File: config.mk
export PLATFORM = sky130hd
export DESIGN_NAME = oneshot_timer
export DESIGN_NICKNAME = d
export VERILOG_FILES = /design/src/rtl/ost_pkg.sv /design/src/rtl/ost_trig.sv /design/src/rtl/ost_cnt.sv /design/src/rtl/ost_chan.sv /design/src/rtl/oneshot_timer.sv
export SDC_FILE = /design/constraint.sdc
export NUM_CORES = 1
export LEC_CHECK = 0
export BUFFER_PORTS_ARGS = -buffer_cell sky130_fd_sc_hd__buf_2
export CAP_MARGIN = 20
export CORE_UTILIZATION = 51
export CTS_BUF_LIST = sky130_fd_sc_hd__clkbuf_4 sky130_fd_sc_hd__clkbuf_8 sky130_fd_sc_hd__clkbuf_16
export CTS_CLUSTER_SIZE = 28
export DETAILED_ROUTE_END_ITERATION = 12
export HOLD_SLACK_MARGIN = 0.15
export PLACE_DENSITY_LB_ADDON = 0.2
export SLEW_MARGIN = 10
export SYNTH_ARGS = -nofsm -noshare
export SYNTH_HDL_FRONTEND = slang
export SYNTH_SLANG_ARGS = --single-unit
export TNS_END_PERCENT = 30
File: constraint.sdc
create_clock -name clk_i -period 2.85 [get_ports clk_i]
set_input_delay 0.4275 -clock clk_i [delete_from_list [all_inputs] [get_ports clk_i]]
set_output_delay 0.4275 -clock clk_i [all_outputs]
set_load 0.01 [all_outputs]
File: src/rtl/ost_pkg.sv
package ost_pkg;
    localparam int CNT_W = 16;
    localparam logic [2:0] MODE_ONESHOT = 3'b011;

    typedef enum logic [1:0] {
        EDGE_NONE = 2'b00,
        EDGE_RISE = 2'b01,
        EDGE_FALL = 2'b10,
        EDGE_BOTH = 2'b11
    } edge_sel_e;

    typedef struct packed {
        logic             active;
        logic [CNT_W-1:0] cnt;
        logic             irq;
    } cnt_state_t;
endpackage

File: src/rtl/ost_trig.sv
module ost_trig
    import ost_pkg::*;
(
    input  logic       clk_i,
    input  logic       rst_n_i,
    input  logic       arm_i,
    input  logic       sw_i,
    input  logic       ext_i,
    input  logic [1:0] sel_i,
    output logic       trig_o
);
    logic ext_d, ext_q;
    logic rise, fall, hit;

    always_comb begin
        ext_d = ext_i;
        rise  = ext_i & ~ext_q;
        fall  = ~ext_i & ext_q;
        case (edge_sel_e'(sel_i))
            EDGE_RISE: hit = rise;
            EDGE_FALL: hit = fall;
            EDGE_BOTH: hit = rise | fall;
            default:   hit = 1'b0;
        endcase
        trig_o = arm_i & (sw_i | hit);
    end

    always_ff @(posedge clk_i or negedge rst_n_i) begin
        if (!rst_n_i) ext_q <= 1'b0;
        else          ext_q <= ext_d;
    end

    // a disarmed block never reports a trigger
    a_r3_disarmed_quiet: assert property (@(posedge clk_i) disable iff (!rst_n_i)
        !arm_i |-> !trig_o);
endmodule

File: src/rtl/ost_cnt.sv
module ost_cnt
    import ost_pkg::*;
(
    input  logic             clk_i,
    input  logic             rst_n_i,
    input  logic             arm_i,
    input  logic             tick_i,
    input  logic             trig_i,
    input  logic [CNT_W-1:0] period_i,
    output logic [CNT_W-1:0] cnt_o,
    output logic             active_o,
    output logic             irq_o,
    output logic [CNT_W-1:0] nxt_cnt_o,
    output logic             nxt_active_o,
    output logic             step_o
);
    localparam logic [CNT_W-1:0] ONE = {{(CNT_W-1){1'b0}}, 1'b1};

    cnt_state_t st_d, st_q;
    logic       step;

    always_comb begin
        st_d = st_q;
        step = 1'b0;
        if (!arm_i) begin
            st_d.active = 1'b0;
            st_d.cnt    = '1;
        end else if (!st_q.active) begin
            if (trig_i) begin
                st_d.active = 1'b1;
                st_d.cnt    = '0;
                step        = 1'b1;
            end
        end else if (tick_i) begin
            step = 1'b1;
            if (st_q.cnt >= period_i) begin
                st_d.active = 1'b0;
                st_d.cnt    = '1;
            end else begin
                st_d.cnt = st_q.cnt + ONE;
            end
        end
        st_d.irq = step & st_d.active & (st_d.cnt == period_i);
    end

    always_ff @(posedge clk_i or negedge rst_n_i) begin
        if (!rst_n_i) st_q <= '{active: 1'b0, cnt: '1, irq: 1'b0};
        else          st_q <= st_d;
    end

    assign cnt_o        = st_q.cnt;
    assign active_o     = st_q.active;
    assign irq_o        = st_q.irq;
    assign nxt_cnt_o    = st_d.cnt;
    assign nxt_active_o = st_d.active;
    assign step_o       = step;

    // an idle counter is parked at all-ones
    a_r1_idle_parked: assert property (@(posedge clk_i) disable iff (!rst_n_i)
        !st_q.active |-> (st_q.cnt == '1));
    // every run begins at zero
    a_r2_start_zero: assert property (@(posedge clk_i) disable iff (!rst_n_i)
        $rose(st_q.active) |-> (st_q.cnt == '0));
    // no tick, no movement
    a_r10_hold: assert property (@(posedge clk_i) disable iff (!rst_n_i)
        (st_q.active && arm_i && !tick_i) |=> $stable(st_q.cnt));
    // disarm parks the counter at the next edge
    a_r9_disarm_parks: assert property (@(posedge clk_i) disable iff (!rst_n_i)
        !arm_i |=> (!st_q.active && st_q.cnt == '1));
    // period strobe lasts one cycle
    a_r7_period_single: assert property (@(posedge clk_i) disable iff (!rst_n_i)
        st_q.irq |=> !st_q.irq);
endmodule

File: src/rtl/ost_chan.sv
module ost_chan
    import ost_pkg::*;
(
    input  logic             clk_i,
    input  logic             rst_n_i,
    input  logic [CNT_W-1:0] cnt_i,
    input  logic             active_i,
    input  logic [CNT_W-1:0] nxt_cnt_i,
    input  logic             nxt_active_i,
    input  logic             step_i,
    input  logic [CNT_W-1:0] dly_i,
    input  logic             pol_i,
    output logic             pulse_o,
    output logic             irq_o
);
    logic irq_d, irq_q;
    logic on;

    always_comb begin
        on      = active_i & (cnt_i >= dly_i);
        pulse_o = on ^ pol_i;
        irq_d   = step_i & nxt_active_i & (nxt_cnt_i == dly_i);
    end

    always_ff @(posedge clk_i or negedge rst_n_i) begin
        if (!rst_n_i) irq_q <= 1'b0;
        else          irq_q <= irq_d;
    end

    assign irq_o = irq_q;

    // idle pin rests at its polarity level
    a_r8_idle_level: assert property (@(posedge clk_i) disable iff (!rst_n_i)
        !active_i |-> (pulse_o == pol_i));
    // no activity before the delay is reached
    a_r4_before_delay: assert property (@(posedge clk_i) disable iff (!rst_n_i)
        (active_i && cnt_i < dly_i) |-> (pulse_o == pol_i));
    // delay strobe lasts one cycle
    a_r7_delay_single: assert property (@(posedge clk_i) disable iff (!rst_n_i)
        irq_q |=> !irq_q);
endmodule

File: src/rtl/oneshot_timer.sv
module oneshot_timer
    import ost_pkg::*;
#(
    parameter int NCH = 3
) (
    input  logic                      clk_i,
    input  logic                      rst_n_i,
    input  logic                      cnt_tick_i,
    input  logic                      enable_i,
    input  logic [2:0]                mode_i,
    input  logic                      sw_trig_i,
    input  logic                      ext_trig_i,
    input  logic [1:0]                edge_sel_i,
    input  logic [CNT_W-1:0]          period_cmp_i,
    input  logic [NCH-1:0][CNT_W-1:0] delay_cmp_i,
    input  logic [NCH-1:0]            out_pol_i,
    output logic [CNT_W-1:0]          count_o,
    output logic [NCH-1:0]            pulse_o,
    output logic                      irq_period_o,
    output logic [NCH-1:0]            irq_delay_o
);
    logic             arm;
    logic             trig;
    logic             active;
    logic [CNT_W-1:0] nxt_cnt;
    logic             nxt_active;
    logic             step;

    assign arm = enable_i & (mode_i == MODE_ONESHOT);

    ost_trig u_trig (
        .clk_i   (clk_i),
        .rst_n_i (rst_n_i),
        .arm_i   (arm),
        .sw_i    (sw_trig_i),
        .ext_i   (ext_trig_i),
        .sel_i   (edge_sel_i),
        .trig_o  (trig)
    );

    ost_cnt u_cnt (
        .clk_i        (clk_i),
        .rst_n_i      (rst_n_i),
        .arm_i        (arm),
        .tick_i       (cnt_tick_i),
        .trig_i       (trig),
        .period_i     (period_cmp_i),
        .cnt_o        (count_o),
        .active_o     (active),
        .irq_o        (irq_period_o),
        .nxt_cnt_o    (nxt_cnt),
        .nxt_active_o (nxt_active),
        .step_o       (step)
    );

    for (genvar k = 0; k < NCH; k++) begin : g_chan
        ost_chan u_chan (
            .clk_i        (clk_i),
            .rst_n_i      (rst_n_i),
            .cnt_i        (count_o),
            .active_i     (active),
            .nxt_cnt_i    (nxt_cnt),
            .nxt_active_i (nxt_active),
            .step_i       (step),
            .dly_i        (delay_cmp_i[k]),
            .pol_i        (out_pol_i[k]),
            .pulse_o      (pulse_o[k]),
            .irq_o        (irq_delay_o[k])
        );
    end

    // a running pulse is never restarted at zero by a trigger
    a_r6_no_restart: assert property (@(posedge clk_i) disable iff (!rst_n_i)
        (active && count_o != '0) |=> (count_o != '0));
endmodule

==> Flow_metrics.wiki <==
{| class="wikitable"
! Metric !! Value
|-
| CP endpoint || pulse_o[0]
|-
| Post-Syn Area per Cell || 7.82 µm²
|-
| Gate family responsible for the most delay along the worst path || compound AO/OA/AOI/OAI gates
|-
| Deepest clock path buffer count || 2
|-
| Nets in the synthesized netlist || ~690
|-
| Slew @ Worst Pin || 662 ps
|-
| Overall die area || 0.00869 mm²
|-
| Count of hold buffers inserted by post-cts repair || 0
|-
| Overflow left after global routing || 0
|-
| Setup total negative slack || -2320 ps
|-
| Cell seen most often among critical-path stages || a21o_1
|-
| Slew Limit Fails || 0
|-
| Biggest cell delay along the critical path || 550 ps
|-
| Min cycle time layout || 3240 ps
|-
| Total power density per cell area || 281 mW/mm²
|-
| Synthesis-stage register bit count || 22
|-
| Fraction of layout instances using a drive strength above 1 || 41.6%
|-
| Leakage || 0.00303 µW
|-
| Most common cell in the netlist || inv_1
|-
| TritonCTS buffer count || 3
|-
| Tightest Hold Check Type || input port to async pin
|-
| Busiest layer in global routing || met2
|-
| Share of the synthesized area in the top cell type || 19.8%
|-
| Routed via count divided by cell count || 6.26
|-
| Yosys warnings || 0
|-
| Residual DRC || 0
|-
| Required time reported for the critical path endpoint || 2420 ps
|-
| GRT met2 Usage || 69.9%
|-
| Chain of cells forming the critical path || inv_2 > buf_6 > ha_4 > nand2b_4 > a21o_1 > a21o_1 > a21o_1 > a21o_1 > a21o_1 > a31oi_2 > mux2i_1 > a211o_1 > buf_2
|-
| Count of endpoints failing hold in the final timing report || 0
|-
| Failing checks || setup timing
|-
| Crit path buf inv count || 3
|-
| Number of global-route vias before repair || 5,497
|-
| Worst-skew pair later-pin latency || around 280 ps
|-
| I/O pin count || 101
|-
| Average wire per cell in the routed design || roughly 21 µm
|-
| Global-route wire length before repair || 28,000 µm
|-
| Critical path fanouts, max || 3
|-
| Routed Antenna Nets || 0
|-
| Gpl congestion || 1.08
|-
| Area delta synth->final || 44.3%
|-
| Final Total Pwr || 1720 µW
|-
| Clock-pin slew on the worst setup and hold paths || 110 ps
|-
| Global-route usage over all layers || 42.8%
|-
| Num Clock Sinks || 22
|-
| Final count of negative-setup-slack endpoints || 7
|-
| FF-to-FF Start || u_cnt.cnt_o[2]
|-
| Fmax || 0.309 GHz
|-
| Worst endpoint data arrival time || 2810 ps
|-
| Stages on worst setup path || 13
|-
| Initial standard-cell utilization of the core || 53.8%
|-
| Global routing usage on met1 || 52.2%
|-
| Clock tree skew after final layout || 5.09 ps
|-
| Number of optimization iterations in the first detailed-route pass || 6
|-
| Die outline width || 93.2 µm
|-
| Diodes inserted || 0
|-
| Seq/Total Area, Yosys || between 10% and 20%
|-
| Kind of capture point of the worst setup path || output port
|-
| CTS tree || yes
|-
| Startpoint-to-endpoint class of the critical path || flip-flop to output port
|-
| Core ar. || 0.00789 mm²
|-
| Sequential Power Share || between 20% and 30%
|-
| Synth async-reset ratio || 100%
|-
| Source of the critical timing path || u_cnt.cnt_o[0]
|-
| Reg2reg end || g_chan[2].u_chan.irq_o
|-
| Top cell types by occurrence after synthesis || inv_1, ha_1, xnor2_1, nand2_1, a21o_1
|-
| Worst voltage drop across the vdd grid || 0.229 mV
|-
| Number of DRC violations after detailed-routing iteration 0 || 416
|-
| Net total in the final layout || between 900 and 1,000
|-
| Netlist Area Pre-Place || 0.00424 mm²
|-
| Net switching power || 758 µW
|-
| Internal power || 964 µW
|-
| Setup slack, reg-to-reg || -360 ps
|-
| Vias || 5,432
|-
| Largest area contributor in the synthesized netlist || ha_1
|-
| Number of synthesized flops with an enable pin || 0
|-
| Die H || 93.2 µm
|-
| Number of standard cells in the final layout excluding fillers || 868
|-
| Final hold slack || ~170 ps
|-
| Worst max-slew margin expressed relative to the limit || 55.9%
|-
| Result of the run || finished with violations
|-
| Depth of the most critical reg-to-reg path || 13
|-
| Setup repair after global routing missed its margin || true
|-
| H-tree levels || 1
|-
| Ranking of synthesized cells by area || ha_1, dfstp_2, xnor2_1
|-
| Placed cell count || 864
|-
| Fin crit share || 114%
|-
| # Max-Cap Violations || 0
|-
| Clock Tree Root || clkbuf_8
|-
| Worst setup margin || -391 ps
|-
| Fraction of power consumed by combinational cells || 65.9%
|-
| Std cell rows || 32
|-
| Number of antenna violations at the first check in global routing || 0
|-
| Net switching fraction of the power || 44.0%
|-
| GR Layer Usage met3 || between 6 and 7%
|-
| Post-detailed-placement half-perimeter wirelength || around 15,000 µm
|-
| Count of unique library cells instantiated by Yosys || 73
|-
| Critical path's slowest cell || dfstp_2
|-
| Sort of element at the start of the critical path || flip-flop
|-
| Input/output buffers || 100
|-
| Clk pwr share || 13.4%
|-
| Syn Inst Count || 543
|-
| Pin count of the biggest net entering global routing || 23
|-
| Top FF cell, synth || dfstp_2
|-
| Total detailed-routing wirelength || 18,400 µm
|}
==> stage by stage <==
step / util [%] / instance area, µm² / worst slack (ps)
2_1_floorplan: - / 4280 / -132
3_3_place_gp: 74.3 / 5860 / -715
3_5_place_dp: 74.3 / 5860 / -697
4_1_cts: 76.2 / 6010 / -374
5_1_grt: 77.6 / 6120 / -477
6_report: 77.6 / 6120 / -391
==> placed cells by master, fill, tap and decap left out, types with 7 or more instances in the layout <==
| master | instances |
|---|---|
| nor2_1 | 24 |
| and3_1 | 7 |
| dfstp_2 | 16 |
| xnor2_1 | 39 |
| nand3_1 | 18 |
| o21ai_0 | 17 |
| a21o_1 | 30 |
| nor3_1 | 9 |
| buf_2 | 100 |
| inv_1 | 73 |
| nand2_1 | 31 |
| a21oi_1 | 26 |
| nand4_1 | 19 |
| buf_4 | 142 |
| ha_1 | 62 |
==> power groups by stage <==
stage | registers [µW] | logic (µW) | clock network [µW]
after global placement | 358 | 1020 | 0
after global routing | 359 | 1210 | 237
after floorplan | 385 | 535 | 0
after detailed placement | 360 | 1050 | 0
final | 356 | 1130 | 231
after CTS | 355 | 1070 | 224
==> per-layer routing <==
layer | share of wire, % | up-vias
met3 | 9.0 | 90
met5 | 0 | -
li1 | - | 2427
met1 | 38 | 2546
met4 | 6.1 | 0
met2 | 46 | 369
==> repair_timing <==
item / in CTS / in global routing
pin swaps: 24 / 7
setup endpoints to repair: 7 / 7
setup buffers: 1 / 0
resized for setup: 17 / 23
==> logic make-up (layout without fill, tap and decap cells) <==
family | after synthesis | after routing | synth area share [%]
AO/OA/AOI/OAI | 154 | 154 | 26.9
AND/OR/NAND/NOR | 151 | 151 | 19.7
buffers and inverters | 100 | 323 | 9.94
adder cells (fa/ha/maj) | 67 | 67 | 19.8
XOR/XNOR | 46 | 46 | 9.49
flip-flops | 22 | 22 | 13.4
multiplexers | 3 | 3 | 0.708
==> flip-flops by register name, indices dropped and copies added (netlist names) <==
register             count
g_chan.u_chan.irq_o      3
u_trig.ext_q             1
u_cnt.cnt_o             16
u_cnt.irq_o              1
u_cnt.active_o           1
==> worst min-delay path by stage <==
stage                       start                endpoint  slack (ps)  cells after the start
after floorplan           rst_n_i  g_chan[0].u_chan.irq_o         130                      0
after global placement    rst_n_i  g_chan[2].u_chan.irq_o         470                      1
after detailed placement  rst_n_i  g_chan[2].u_chan.irq_o         470                      1
after CTS                 rst_n_i             u_cnt.irq_o         170                      1
after global routing      rst_n_i             u_cnt.irq_o         180                      1
final                     rst_n_i             u_cnt.irq_o         170                      1
==> area by class of cell <==
type	instances	area (µm²)
multi-input cells	421	3500
inverters	76	287
well taps	102	128
clock buffers	3	41.3
repair buffers	244	1600
flip-flops and latches	22	571
fillers	575	1770
(Power assumes the default switching activity.)
